**config.mk**
```make
export PLATFORM = sky130hd
export DESIGN_NAME = rom_verify_seq
export DESIGN_NICKNAME = d
export VERILOG_FILES = /design/src/rtl/rvs_pkg.sv /design/src/rtl/rvs_timer.sv /design/src/rtl/rvs_rom.sv /design/src/rtl/rvs_check.sv /design/src/rtl/rom_verify_seq.sv
export SDC_FILE = /design/constraint.sdc
export NUM_CORES = 1
export LEC_CHECK = 0
export ABC_AREA = 1
export BUFFER_PORTS_ARGS = -buffer_cell sky130_fd_sc_hd__buf_4
export CAP_MARGIN = 10
export CORE_MARGIN = 4
export CORE_UTILIZATION = 50
export DETAILED_ROUTE_END_ITERATION = 12
export PLACE_DENSITY = 0.74
export SETUP_SLACK_MARGIN = 0.15
export SLEW_MARGIN = 20
export SYNTH_ARGS = -nofsm -noshare
export SYNTH_HDL_FRONTEND = slang
export SYNTH_SLANG_ARGS = --single-unit
```
**constraint.sdc**
```tcl
create_clock -name clk_i -period 4.55 [get_ports clk_i]
set_input_delay 0.91 -clock clk_i [delete_from_list [all_inputs] [get_ports clk_i]]
set_output_delay 0.91 -clock clk_i [all_outputs]
set_load 0.1 [all_outputs]
```
**src/rtl/rvs_pkg.sv**
```systemverilog
package rvs_pkg;
    // Word stored at array address a; callers keep the low data bits.
    function automatic logic [31:0] rom_word(input int unsigned a);
        logic [31:0] v;
        v = (a * 32'd29) + 32'd7;
        return v ^ (a >> 4);
    endfunction
endpackage

```
**src/rtl/rvs_timer.sv**
```systemverilog
module rvs_timer #(
    parameter int FIRST_DLY = 6,
    parameter int PERIOD    = 3
) (
    input  logic clk_i,
    input  logic rst_i,
    input  logic strap_strobe_i,
    input  logic strap_fetch_i,
    input  logic strap_ext_i,
    output logic strobe_o
);
    localparam int MAXC = (FIRST_DLY > PERIOD) ? FIRST_DLY : PERIOD;
    localparam int CW   = $clog2(MAXC) + 1;

    typedef struct packed {
        logic          mode_sel;
        logic          active;
        logic          strobe;
        logic [CW-1:0] cnt;
    } tmr_t;

    tmr_t tmr_d, tmr_q;

    always_comb begin
        tmr_d = tmr_q;
        if (rst_i) begin
            tmr_d.mode_sel = !strap_strobe_i && strap_fetch_i && strap_ext_i;
            tmr_d.active   = 1'b0;
            tmr_d.strobe   = 1'b0;
            tmr_d.cnt      = '0;
        end else if (!tmr_q.active) begin
            if (tmr_q.mode_sel) begin
                tmr_d.active = 1'b1;
                tmr_d.cnt    = CW'(FIRST_DLY - 1);
            end
        end else if (tmr_q.cnt == '0) begin
            tmr_d.strobe = 1'b1;
            tmr_d.cnt    = CW'(PERIOD - 1);
        end else begin
            tmr_d.strobe = 1'b0;
            tmr_d.cnt    = tmr_q.cnt - CW'(1);
        end
    end

    always_ff @(posedge clk_i) begin
        tmr_q <= tmr_d;
    end

    assign strobe_o = tmr_q.strobe;

    // every strobe lasts a single cycle
    assert_strobe_single_R4: assert property (@(posedge clk_i) disable iff (rst_i)
        tmr_q.strobe |=> !tmr_q.strobe);
    // no strobe unless the mode was selected
    assert_idle_quiet_R1: assert property (@(posedge clk_i) disable iff (rst_i)
        !tmr_q.mode_sel |-> !tmr_q.strobe);
    // activation at release is never accompanied by a strobe
    assert_first_quiet_R3: assert property (@(posedge clk_i) disable iff (rst_i)
        $rose(tmr_q.active) |-> !tmr_q.strobe);
endmodule

```
**src/rtl/rvs_rom.sv**
```systemverilog
module rvs_rom #(
    parameter int DEPTH = 256,
    parameter int DW    = 8,
    localparam int AW   = $clog2(DEPTH)
) (
    input  logic [AW-1:0] addr_i,
    output logic [DW-1:0] data_o
);
    logic [DW-1:0] mem [DEPTH];

    for (genvar i = 0; i < DEPTH; i++) begin : g_word
        assign mem[i] = DW'(rvs_pkg::rom_word(i));
    end

    assign data_o = mem[addr_i];
endmodule

```
**src/rtl/rvs_check.sv**
```systemverilog
module rvs_check #(
    parameter int DEPTH = 256,
    parameter int DW    = 8,
    parameter int GROUP = 16,
    localparam int AW   = $clog2(DEPTH),
    localparam int GW   = $clog2(GROUP)
) (
    input  logic          clk_i,
    input  logic          rst_i,
    input  logic          take_i,
    input  logic [DW-1:0] data_i,
    input  logic [DW-1:0] rom_i,
    output logic [AW-1:0] addr_o,
    output logic          verdict_o
);
    localparam logic [AW-1:0] LAST = AW'(DEPTH - 1);

    typedef struct packed {
        logic [AW-1:0] addr;
        logic          err;
        logic          verdict;
    } chk_t;

    chk_t chk_d, chk_q;
    logic mism;
    logic grp_end;

    assign mism    = (data_i != rom_i);
    assign grp_end = &chk_q.addr[GW-1:0];

    always_comb begin
        chk_d = chk_q;
        if (rst_i) begin
            chk_d.addr    = '0;
            chk_d.err     = 1'b0;
            chk_d.verdict = 1'b1;
        end else if (take_i) begin
            chk_d.addr = (chk_q.addr == LAST) ? '0 : chk_q.addr + AW'(1);
            if (grp_end) begin
                chk_d.verdict = !(chk_q.err || mism);
                chk_d.err     = 1'b0;
            end else begin
                chk_d.err = chk_q.err || mism;
            end
        end
    end

    always_ff @(posedge clk_i) begin
        chk_q <= chk_d;
    end

    assign addr_o    = chk_q.addr;
    assign verdict_o = chk_q.verdict;

    initial assert (DEPTH % GROUP == 0 && DEPTH >= GROUP);

    // verdict only moves on a strobe
    assert_verdict_hold_R9: assert property (@(posedge clk_i) disable iff (rst_i)
        !take_i |=> $stable(chk_q.verdict));
    // pointer holds between strobes
    assert_addr_hold_R5: assert property (@(posedge clk_i) disable iff (rst_i)
        !take_i |=> $stable(chk_q.addr));
    // wrap from the last address to zero
    assert_addr_wrap_R7: assert property (@(posedge clk_i) disable iff (rst_i)
        (take_i && chk_q.addr == LAST) |=> chk_q.addr == '0);
    // a bad closing byte forces a failing verdict
    assert_last_byte_fail_R8: assert property (@(posedge clk_i) disable iff (rst_i)
        (take_i && grp_end && (data_i != rom_i)) |=> !chk_q.verdict);
endmodule

```
**src/rtl/rom_verify_seq.sv**
```systemverilog
module rom_verify_seq #(
    parameter int DEPTH     = 256,
    parameter int DW        = 8,
    parameter int GROUP     = 16,
    parameter int FIRST_DLY = 6,
    parameter int PERIOD    = 3
) (
    input  logic          clk_i,
    input  logic          rst_i,
    input  logic          strap_strobe_i,
    input  logic          strap_fetch_i,
    input  logic          strap_ext_i,
    input  logic [DW-1:0] data_i,
    output logic          strobe_o,
    output logic          verdict_o
);
    localparam int AW = $clog2(DEPTH);

    logic [AW-1:0] addr;
    logic [DW-1:0] rom_word;
    logic          strobe;

    rvs_timer #(.FIRST_DLY(FIRST_DLY), .PERIOD(PERIOD)) u_timer (
        .clk_i          (clk_i),
        .rst_i          (rst_i),
        .strap_strobe_i (strap_strobe_i),
        .strap_fetch_i  (strap_fetch_i),
        .strap_ext_i    (strap_ext_i),
        .strobe_o       (strobe)
    );

    rvs_rom #(.DEPTH(DEPTH), .DW(DW)) u_rom (
        .addr_i (addr),
        .data_o (rom_word)
    );

    rvs_check #(.DEPTH(DEPTH), .DW(DW), .GROUP(GROUP)) u_check (
        .clk_i     (clk_i),
        .rst_i     (rst_i),
        .take_i    (strobe),
        .data_i    (data_i),
        .rom_i     (rom_word),
        .addr_o    (addr),
        .verdict_o (verdict_o)
    );

    assign strobe_o = strobe;

    // a fresh run starts at address zero
    assert_restart_zero_R10: assert property (@(posedge clk_i) disable iff (rst_i)
        $fell(rst_i) |-> addr == '0);
    // held reset keeps the outputs at rest
    assert_reset_rest_R2: assert property (@(posedge clk_i)
        $past(rst_i) && rst_i |-> (!strobe_o && verdict_o));
endmodule

```
Word-level counts from Yosys, hierarchy flattened
Memory sizes are Yosys's and may differ from the RTL's.
Cells that the tools add are included.
Widths: inputs -> output; s select.
- memories: 1
- input bits: 13
- bits in read-only memories: 2048
- word-level logic and storage cells: 32
- bits in registers: 17
- output and inout port bits: 2
- add/subtract/negate cells: 2
- $lt $le $gt $ge: 1
- reductions and logical operators: 9
- bitwise gates (word level): 1
- equal/unequal tests: 2
- multiplexer cells: 9
- memories (name ; depth ; bits a word ; rd ports ; clocked after memory_dff ; wr ports ; line ; source):
    (no name shown) ; 256 ; 8 ; 1 ; 0 ; 0 ; rvs_rom.sv:15 ; assign data_o = mem[addr_i];
- operators with widths (kind ; count):
    $mux 8 ; 3
    $ge 9x9->1 const B ; 1
    $not 8->9 ; 1
    $add 8x1->8 const B ; 1
    $eq 8x8->1 const B ; 1
    $mux 4 ; 2
    $ne 8x8->1 ; 1
    $mux 5 ; 1
    $reduce_and 5->1 ; 1
    $logic_not 4->1 ; 1
    $reduce_and 4->1 ; 1
    $sub 4x1->4 const B ; 1
    $mux 1 ; 3
    $logic_and 1x1->1 ; 2
    $logic_not 1->1 ; 2
    $reduce_bool 2->1 ; 1
    $logic_or 1x1->1 ; 1

Depth between registers and ports, before layout
Gate-level depths: netlist of run 1.
- depth after elaboration: 7
- depth in mapped cells: 19
- depth with buffers taken out: 18

Cells and area by module
A second synthesis of run 1 with hierarchy kept.
- cells, all modules: 317
- area total of the unflattened synthesis: 1846.8 µm²
- by module, submodules not included (module ; seq. area each (µm²) ; instances ; cells an instance ; area each (µm²)):
    rvs_rom ; 0.0 ; 1 ; 162 ; 849.6
    rvs_check ; 200.2 ; 1 ; 112 ; 686.9
    rvs_timer ; 150.1 ; 1 ; 43 ; 310.3

Least setup slack after synthesis of run 1
Ideal clock, no wire load.
- kind: flip-flop to flip-flop
- start point: register u_check.chk_q (netlist bit u_check.addr_o[0])
- end point: register u_check.chk_q[1] in the netlist's numbering
- clock period less this slack: 1.973 ns
- arrival: 1.843 ns
- data required time: 4.419 ns
- buffers on the path: 1
- library setup time: 0.131 ns
- setup slack: 2.577 ns
- cell stages (with the launch flop): 18
- cells stage by stage: dfxtp_1 > buf_4 > inv_1 > ha_1 > nand2_1 > nand2_1 > a21oi_1 > nand2_1 > nand2_1 > nand2_1 > nand2_1 > nand2_1 > nand3_1 > nand2_1 > nor2_1 > nand2_1 > nand2_1 > a21oi_2
- word-level cells in the longest chain between the ends: 7
- elaborated cells between the ends (all ways): 8
- those cells by class: eq/ne: 1; mux: 3; bitwise: 1; reduce/logical: 2; memory: 1
- ends and longest elaborated chain (what ; line ; source):
    from (decl) ; rvs_check.sv:24 ; chk_t chk_d, chk_q;
    from (signal assigned) ; rvs_check.sv:49 ; chk_q <= chk_d;
    $not 8->9 (not written as such) ; rvs_rom.sv:15 ;
    $mem_v2 256x8 ; n/a ;
    $mux 8 (not written as such) (2 in series) ; rvs_rom.sv:15 ;
    $ne 8x8->1 ; rvs_check.sv:28 ; assign mism = (data_i != rom_i);
    $logic_or 1x1->1 ; rvs_check.sv:43 ; chk_d.err = chk_q.err || mism;
    $mux 1 * ; rvs_check.sv:39 ; if (grp_end) begin
Mark *: on every way between the ends. The rest lies on a longest branch, timed or not. The select of a mux whose other input is x is not followed.
A chain may end at the register's enable or synchronous reset.

Worst setup path in the final report of run 1
- start point: register u_check.chk_q (netlist bit u_check.addr_o[2])
- end point: register u_check.chk_q[1] in the netlist's numbering
Same word-level chain as after synthesis.

==> results.yml, run 1 <==
final_layout:
  num-nets-final: 342
  drive_above_1_share_pct: 11.5
  fillers: 362
  final_util_pct: 55.9
  final_cells: 360
  diodes: 0
  areaGrowthSynthToFinish_pct: 5.39
timing:
  worst_pin_slew_ps: 914
  drv_slew: 0
  finalHoldViolCount: 0
  min_period_ps: 2630
  fin_setup_tns_ps: 0
  skew_ps: 7.26
  maxSlewHeadroom_pct: 39.0
  min_period_over_period_pct: 57.8
  finalSetupViolCount: 0
  clock.fmax_ghz: 0.380
  setup_slack_ps: 1920
  rsz0062_at_grt: "no"
global_route:
  grt.overflow.total: 0
  grt_pass1_wl_mm: 7.40
  antenna_found_initial: 0
  track_usage_pct: 20.7
  grt_max_degree: 22
  grt_pass1_vias: 1680
placed_design:
  io_buffers: 14
  routabilityCongestion: 0.950
  dp_slack_ps: 1910
  place_hpwl_mm: 3.42
  dp_cells: 356
clocking:
  clockRootBuffer: "clkbuf_4"
  cts_buffers: 3
  postCtsSetupBuffers: 0
  clk_path_buf_depth: 2
  cts_tree: "built"
  clkTransAtPathRegs_ps: 100
  postCtsResizedCells: 0
  hold_buffers: 0
  htreeDepth: 1
  clkSinkCount: 17
  clkLatencyLatePin_ps: 280
run_status:
  outcome: "finished clean"
routing:
  drc: 0
  drt_iter0_markers: 121
  first_pass_iters: 4
  routed-via-count: 1912
  vias_per_cell: 5.31
  wl_per_cell_um: 12.5
  drtAntennaViolNets: 0
  routed_wl_mm: 4.49
yosys:
  ys_ff_latch: 17
  synth_fp_nets: 334
  syn-instance-count: 307
  synthXorXnorAreaFrac_pct: 1.45
  synth_area_per_cell_sq_um: 5.90
  yosysWarnings: 0
  yosys-top-cells-area: "nand2_1 (22%), dfxtp_1 (18%), ha_1 (9.7%)"
  synth.cell_area_sq_um: 1810
  synth_compound_area_share_pct: 11.3
  ys_types: 32
  synth-simple-area-share_pct: 46.4
  synth_top_area_share_pct: 21.8
  synth_top_family_by_area: "simple AND/OR/NAND/NOR gates"
  synthAdderAreaFrac_pct: 9.67
  synth_top_area_cell: "nand2_1"
  synthMuxAreaShare_pct: 0
  ys_seq_area_share_pct: 19.3
pwr:
  power_uw: 342
  irDropWorstVdd_v: 0.000153
  p_per_area_nw_per_um2: 179
  power_leakage_nw: 0.947
floorplanning:
  die_y_um: 68.2
  rows: 21
  die_area_sq_um: 4650
  floorplan.initialDensity_pct: 53.0
  io_pins: 15
  die_w_um: 68.2
  core-area_sq_um: 3420
critical_path:
  path_depth: 14
  path_common_cell: "nand2_1"
  critical-path-top-delay-family: "simple AND/OR/NAND/NOR gates"
  critPathLaunchType: "flop"
  critPathMaxStageDelay_ps: 930
  r2r_cells: 14
  crit_path_top_delay_cell: "dfxtp_1"
  cp_max_fo: 21
  crit_required_ps: 4730
  worstSetupPathType: "reg -> reg"
  worst_setup_path_end_kind: "flop"
  critPathBufInv: 1
  critPathArrivalTime_ps: 2810
  crit_chain: "inv_4 -> ha_1 -> o21ai_0 -> nand2_1 -> nand3b_1 -> nand2_1 -> nor2_1 -> nand2_1 -> nor2_1 -> nand3_1 -> nor2_1 -> nand2_1 -> nand2_1 -> a21oi_2"
job:
  maxCapViolations: 0
hold_path:
  hold_depth: 2
  min_path_type: "reg -> reg"
==> tightest hold or removal path, stage by stage, from the launching register on <==
cell and delay [ps]:
dfxtp_1 330, nand2_1 60, a21oi_1 50
==> cell type report <==
| cell class | count | area, sq um | share of cell area [%] |
|---|---|---|---|
| flip-flops and latches | 17 | 350 | 18.3 |
| clock buffers | 3 | 22.5 | 1.18 |
| well taps | 46 | 57.6 | 3.01 |
| multi-input cells | 247 | 1250 | 65.3 |
| inverters | 32 | 123 | 6.42 |
| clock inverters | 1 | 5.00 | 0.262 |
| repair buffers | 14 | 105 | 5.50 |
==> per-layer routing <==
| layer | wire [um] | GRT usage (%) |
|---|---|---|
| met1 | 1980 | 26.3 |
| met2 | 2230 | 36.0 |
| met3 | 181 | 0.985 |
| met4 | 96 | 8.93 |
| met5 | 0 | 0 |
==> kinds of logic after synthesis <==
family,after synthesis
AOI/OAI and AO/OA,37
xor gates and xnor gates,3
DFF,17
and+or+nand+nor,193
adders and majority gates,14
buffers and inverters,43
==> cell usage after synthesis <==
cell,n
nor3b_1,1
buf_8,1
o21ai_1,9
a21oi_2,1
a21o_1,1
o31ai_1,1
inv_4,1
or2_2,2
edfxtp_1,1
a31oi_1,2
clkbuf_1,1
ha_1,14
nand2_2,5
buf_2,2
nor2_1,27
nand3_2,1
inv_1,26
a21oi_1,13
nand2_4,1
nor2_2,2
a211oi_1,3
dfxtp_1,16
o21ai_0,7
nor3_1,7
buf_4,4
buf_6,3
nand2_1,105
nand4_1,2
nand3b_1,5
xor2_1,3
inv_2,5
nand3_1,35
==> final timing paths <==
check,start,endpoint,slack (ps)
worst max-delay path,u_check.addr_o[2],u_check.chk_q[1],1920
worst min-delay path,u_timer.tmr_q[3],u_timer.tmr_q[3],490
worst max register to register,u_check.addr_o[2],u_check.chk_q[1],1920
worst min register to register,u_timer.tmr_q[3],u_timer.tmr_q[3],490
==> report_power, final <==
part / switching, mW / internal [mW] / total, mW
registers: 0.00909 / 0.158 / 0.167
clock network: 0.0438 / 0.0326 / 0.0764
logic: 0.0606 / 0.0374 / 0.0981
==> metrics by stage <==
stage	hold WS, ps	instance area [sq um]
finish	487	1910
global route	515	1910
CTS	491	1910
detailed placement	476	1880
global placement	477	1880
floorplan	457	1810
==> registers in the layout, summed over array words and instances, names as in the netlist <==
signal	flops
u_check.addr_o	8
u_timer.strobe_o	1
u_check.chk_q	1
u_check.verdict_o	1
u_timer.tmr_q	6
==> cells in the final DEF (no fill, tap or decap), drive strengths merged, types with 3 or more instances in the layout <==
cell,synthesis,layout
a211oi,3,3
a21oi,14,14
buf,10,14
clkbuf,1,3
dfxtp,16,16
ha,14,14
inv,32,32
nand2,111,111
nand3,36,36
nand3b,5,5
nor2,29,29
nor3,7,7
o21ai,16,16
xor2,3,3
No activity file was read; power rests on OpenSTA's default activity.
==> inputs of run 2 (changes only) <==
--- a/config.mk
+++ b/config.mk
@@ -11,7 +11,7 @@
 export CORE_MARGIN = 4
 export CORE_UTILIZATION = 50
 export DETAILED_ROUTE_END_ITERATION = 12
-export PLACE_DENSITY = 0.74
+export PLACE_DENSITY = 0.76
 export SETUP_SLACK_MARGIN = 0.15
 export SLEW_MARGIN = 20
 export SYNTH_ARGS = -nofsm -noshare
==> constraint.sdc (replaced) <==
create_clock -name clk_i -period 2.3 [get_ports clk_i]
set_input_delay 0.46 -clock clk_i [delete_from_list [all_inputs] [get_ports clk_i]]
set_output_delay 0.46 -clock clk_i [all_outputs]
set_load 0.1 [all_outputs]
==> run 2 against run 1 <==
Clock power rose by 100%. Sequential power rose by 95%. Global-route usage increased by 0.59 points. Die area is the same. Critical path depth grew 1.
==> results.yml, run 2 (synthesis gave the netlist of run 1 again) <==
run_status:
  outcome: "finished clean"
placed_design:
  dp_slack_ps: 149
  io_buffers: 14
  place_hpwl_mm: 3.58
  routabilityCongestion: 0.865
timing:
  finalSetupViolCount: 0
  clock.fmax_ghz: 0.518
  setup_slack_ps: 370
  maxSlewHeadroom_pct: 70.6
  drv_slew: 0
  worst_pin_slew_ps: 440
  rsz0062_at_grt: "no"
  min_period_ps: 1930
  hold_ws_ps: 426
  skew_ps: 16.5
  min_period_over_period_pct: 83.9
  finalHoldViolCount: 0
  fin_setup_tns_ps: 0
pwr:
  power_uw: 693
  power_leakage_nw: 0.989
  p_per_area_nw_per_um2: 346
  irDropWorstVdd_v: 0.000406
critical_path:
  crit_chain: "inv_1 -> buf_4 -> ha_1 -> inv_2 -> nand3_1 -> nand3_1 -> nand3_2 -> nand3b_1 -> nand2_1 -> nor2_2 -> nand3_1 -> nor2_2 -> nand2_1 -> nand2_1 -> a21oi_2"
  critPathBufInv: 3
  crit_path_top_delay_cell: "dfxtp_4"
  critPathArrivalTime_ps: 2130
  critical-path-top-delay-family: "simple AND/OR/NAND/NOR gates"
  worstSetupPathType: "reg -> reg"
  cp_max_fo: 5
  critPathLaunchType: "flop"
  crit_required_ps: 2500
  critPathMaxStageDelay_ps: 390
  worst_setup_path_end_kind: "flop"
global_route:
  track_usage_pct: 21.3
  use_met3_pct: 1.97
  antenna_found_initial: 0
  grt_pass1_vias: 1691
  grt.overflow.total: 0
  grt_pass1_wl_mm: 7.59
  use_met2_pct: 37.7
  busiest_layer: "met2"
  grt_max_degree: 22
  grt_util_met1_pct: 27.3
routing:
  routed-via-count: 1944
  routed_wl_mm: 4.57
  drc: 0
  wl_per_cell_um: 12.4
  drtAntennaViolNets: 0
  vias_per_cell: 5.28
  first_pass_iters: 4
  drt_iter0_markers: 267
final_layout:
  num-nets-final: 350
  final_common_cell: "nand2_1"
  multi_input_area_sq_um: 1270
  drive_above_1_share_pct: 16.5
  largest_reg_flops: 8
  fillers: 359
  final_util_pct: 58.7
  areaGrowthSynthToFinish_pct: 10.6
  diodes: 0
  seqCellArea_sq_um: 359
  final_cell_mix: "nand2_1 (104), nand3_1 (35), inv_1 (25), nor2_1 (25), buf_4 (21)"
clocking:
  htreeDepth: 1
  clkTransAtPathRegs_ps: 110
  hold_buffers: 0
  clk_path_buf_depth: 2
  cts_buffers: 3
  clkLatencyLatePin_ps: 290
  cts_tree: "built"
  postCtsSetupBuffers: 0
  clockRootBuffer: "clkbuf_4"
  clkSinkCount: 17
floorplanning:
  die_y_um: 68.2
  floorplan.initialDensity_pct: 53.0
  die_area_sq_um: 4650
  io_pins: 15
  die_w_um: 68.2
  rows: 21
  core-area_sq_um: 3420
hold_path:
  min_path_type: "in -> reg"
job:
  maxCapViolations: 0
-- run 2: metrics by stage --
| step | area, sq um | instances |
|---|---|---|
| floorplan | 1810 | 307 |
| global placement | 1940 | 364 |
| detailed placement | 1940 | 364 |
| CTS | 1970 | 368 |
| global route | 2000 | 368 |
| finish | 2000 | 368 |
-- run 2: layout make-up --
type                    count  share of cell area [%]
multi-input cells         247                    63.3
well taps                  46                    2.87
repair buffers             22                    8.43
clock inverters             1                   0.250
flip-flops and latches     17                    17.9
clock buffers               3                    1.12
inverters                  32                    6.12
-- run 2: worst register-to-register path: stages (launching register included) --
cell      delay, ps
dfxtp_4         390
inv_1            70
buf_4           150
ha_1            200
inv_2            80
nand3_1         100
nand3_1         110
nand3_2          90
nand3b_1         80
nand2_1          70
nor2_2          130
nand3_1         100
nor2_2          100
nand2_1          80
nand2_1          70
a21oi_2          50
-- run 2: worst paths after layout --
path	cells past startpoint	start	slack [ps]	end
min reg2reg	2	u_timer.tmr_q[3]	480	u_timer.tmr_q[3]
max	15	u_check.addr_o[0]	370	u_check.chk_q[1]
max reg2reg	15	u_check.addr_o[0]	370	u_check.chk_q[1]
min	2	strap_strobe_i	430	u_timer.tmr_q[6]
-- run 2: power breakdown --
part	switching [mW]	internal (mW)
Clock	0.0913	0.0646
Sequential	0.0141	0.312
Combinational	0.129	0.0820
-- run 2: timing repair --
action / in CTS / in global routing
setup endpoints to repair: 1 / 2
pin swaps: 0 / 1
gates resized for setup: 1 / 13
-- run 2: metal layers --
layer / up-vias / wire length [um]
met1: 862 / 1980
met4: 0 / 44
met3: 6 / 285
met2: 60 / 2260
met5: - / 0
li1: 1016 / -
==> inputs of run 3 (changes only) <==
--- a/config.mk
+++ b/config.mk
@@ -5,13 +5,13 @@
 export SDC_FILE = /design/constraint.sdc
 export NUM_CORES = 1
 export LEC_CHECK = 0
-export ABC_AREA = 1
+export ABC_AREA = 0
 export BUFFER_PORTS_ARGS = -buffer_cell sky130_fd_sc_hd__buf_4
 export CAP_MARGIN = 10
 export CORE_MARGIN = 4
 export CORE_UTILIZATION = 50
 export DETAILED_ROUTE_END_ITERATION = 12
-export PLACE_DENSITY = 0.76
+export PLACE_DENSITY = 0.74
 export SETUP_SLACK_MARGIN = 0.15
 export SLEW_MARGIN = 20
 export SYNTH_ARGS = -nofsm -noshare
==> constraint.sdc (replaced) <==
create_clock -name clk_i -period 2 [get_ports clk_i]
set_input_delay 0.4 -clock clk_i [delete_from_list [all_inputs] [get_ports clk_i]]
set_output_delay 0.4 -clock clk_i [all_outputs]
set_load 0.1 [all_outputs]
==> run 3 against run 2 <==
The run now ends with setup timing left. Highest routed layer unchanged. Synthesized cell count shrank 24%. Critical path depth fell by 4. Largest power group unchanged. Core utilization increased by 8.7 points.
==> results.yml, run 3 <==
critical_path:
  crit_required_ps: 2150
  regToRegEndpoint: "u_check.chk_q[1]"
  critPathLaunchType: "flop"
  r2r_cells: 11
  critPathArrivalTime_ps: 2580
  r2r_start: "u_check.addr_o[0]"
  r2r_slack_ps: -430
  worst_setup_path_end_kind: "flop"
  worstSetupPathType: "reg -> reg"
  cp_max_fo: 3
clocking:
  postCtsSetupBuffers: 0
  htreeDepth: 1
  clockRootBuffer: "clkbuf_8"
  cts_tree: "built"
  cts_buffers: 3
  clk_path_buf_depth: 2
  clkTransAtPathRegs_ps: 70
  clkLatencyLatePin_ps: 250
  hold_buffers: 0
  clkSinkCount: 17
yosys:
  ys_types: 59
  synth-simple-area-share_pct: 26.5
  synth_top_family_by_area: "simple AND/OR/NAND/NOR gates"
  yosys.cell_count.top_type: "nor2_1"
  synthXorXnorAreaFrac_pct: 7.65
  yosysWarnings: 0
  synth_compound_area_share_pct: 21.0
  synth_fp_nets: 259
  ys_ff_latch: 17
  yosys-top-cells-area: "dfxtp_1 (17%), ha_1 (9.6%), xnor2_1 (6.2%)"
  synthMuxAreaShare_pct: 5.67
  synth_top_cells_by_count: "nor2_1 (29), dfxtp_1 (16), inv_1 (15), ha_1 (14), xnor2_1 (13)"
  synth.cell_area_sq_um: 1830
  synth_top_area_cell: "dfxtp_1"
  synthAdderAreaFrac_pct: 9.56
  synth_edf_count: 1
  async_flop_share_pct: 0
  synth_area_per_cell_sq_um: 7.90
  ys_seq_area_share_pct: 19.1
  syn-instance-count: 232
  synth_top_area_share_pct: 17.5
  synthFlopType: "dfxtp_1"
pwr:
  pwr-share-comb_pct: 27.3
  irDropWorstVdd_v: 0.000405
  power_leakage_nw: 0.992
  p_per_area_nw_per_um2: 377
  clkPwrFrac_pct: 29.2
  p_sw_share_pct: 29.4
  p_sw_uw: 258
  pwr-share-seq_pct: 43.5
  p_int_uw: 617
final_layout:
  fillers: 298
  final_cell_mix: "buf_4 (57), nor2_1 (29), xnor2_1 (13), inv_1 (12)"
  multi_input_area_sq_um: 1330
  largest_reg_flops: 8
  num-nets-final: 305
  final_common_cell: "buf_4"
  final_cells: 323
  areaGrowthSynthToFinish_pct: 26.6
  final_util_pct: 67.4
  diodes: 0
  drive_above_1_share_pct: 29.2
  seqCellArea_sq_um: 359
timing:
  clock.fmax_ghz: 0.411
  min_period_ps: 2430
  maxSlewHeadroom_pct: 73.1
  drv_slew: 0
  finalHoldViolCount: 0
  rsz0062_at_grt: "yes"
  fin_setup_tns_ps: -748
  finalSetupViolCount: 2
  min_period_over_period_pct: 122
  worst_pin_slew_ps: 403
  setup_slack_ps: -431
  hold_ws_ps: 419
  skew_ps: 2.12
hold_path:
  min_from: "strap_strobe_i"
  min_to: "u_timer.tmr_q[6]"
  hold_depth: 2
  min_path_type: "in -> reg"
floorplanning:
  die_y_um: 68.5
  die_w_um: 68.5
  io_pins: 15
  die_area_sq_um: 4700
  rows: 21
  floorplan.initialDensity_pct: 53.2
  core-area_sq_um: 3440
routing:
  routed-via-count: 1875
  drc: 0
  vias_per_cell: 5.80
  routed_wl_mm: 4.80
  first_pass_iters: 4
  drt_iter0_markers: 148
  wl_per_cell_um: 14.9
  drtAntennaViolNets: 0
job:
  maxCapViolations: 0
run_status:
  outcome: "finished, violations left"
  failed_checks: "setup timing"
global_route:
  grt.overflow.total: 0
  grt_pass1_vias: 1755
  antenna_found_initial: 0
  track_usage_pct: 22.4
  grt_max_degree: 15
  grt_pass1_wl_mm: 7.85
placed_design:
  place_hpwl_mm: 3.90
  io_buffers: 14
  dp_slack_ps: -520
  dp_cells: 319
  routabilityCongestion: 0.863
-- run 3: cell count changes after synthesis, sizes merged, moves of 5 or more --
cell	previous run	this run
nor3b	1	8
o21ai	16	10
o211ai	0	5
xnor2	0	13
nand3	36	5
nand2	111	5
inv	32	16
clkbuf	1	6
mux2i	0	7
nor2b	0	6
nand2b	0	8
-- run 3: power by group through the flow --
stage	logic, mW	registers [mW]	clock network (mW)
after floorplan	0.149	0.395	0
after global placement	0.228	0.388	0
after detailed placement	0.232	0.388	0
after CTS	0.235	0.381	0.262
after global routing	0.262	0.382	0.279
final	0.239	0.381	0.255
-- run 3: critical path, cell delays in order (launching register included) --
cell and delay [ps]:
dfxtp_2 330, buf_4 140, ha_4 160, inv_4 50, ha_1 120, inv_1 40, mux4_2 450, xnor2_1 170
nand4_1 140, nor4_2 310, o211ai_1 160, a41o_1 240
-- run 3: per-stage QoR --
stage,area [sq um],power (mW)
4_1_cts,2290,0.877
3_3_place_gp,2240,0.616
2_1_floorplan,1880,0.543
5_1_grt,2320,0.924
3_5_place_dp,2240,0.621
6_report,2320,0.875
-- run 3: final cells by class --
cell class	instances	area share [%]
multi-input combinational	181	57.3
timing repair buffer	59	19.8
sequential	17	15.5
tap	46	2.48
clock buffer	3	1.78
inverter	16	2.91
clock inverter	1	0.216
-- run 3: worst max path at each step --
stage                      startpoint               end  slack (ps)  cells after the start
global placement    u_check.addr_o[2]  u_check.chk_q[1]        -390                      9
global route        u_check.addr_o[1]  u_check.chk_q[1]        -560                     10
floorplan           u_check.addr_o[0]  u_check.chk_q[1]        -460                     11
finish              u_check.addr_o[0]  u_check.chk_q[1]        -430                     11
CTS                 u_check.addr_o[0]  u_check.chk_q[1]        -440                     10
detailed placement  u_check.addr_o[2]  u_check.chk_q[1]        -520                      8
-- run 3: per-layer routing --
metal	routed length, um	global-route usage (%)	vias to the layer above	share of wire (%)
met2	2410	38.7	49	50
met4	145	11.7	0	3.0
met1	2050	27.5	887	43
li1	-	-	927	-
met3	194	1.78	12	4.0
met5	0	0	-	0
-- run 3: cells by family (layout without fill, tap and decap cells) --
family / after synthesis / after routing
buffers and inverters: 34 / 79
AND/OR/NAND/NOR: 88 / 88
AO/OA/AOI/OAI: 54 / 54
XOR/XNOR: 16 / 16
multiplexers: 9 / 9
flip-flops: 17 / 17
adder cells (fa/ha/maj): 14 / 14
-- run 3: repair_timing --
| item | in CTS | in global routing |
|---|---|---|
| endpoints found under the setup margin | 2 | 7 |
| resized for setup | 2 | 11 |
| pin swaps | 2 | 7 |
| hold endpoints to repair | 0 | 0 |
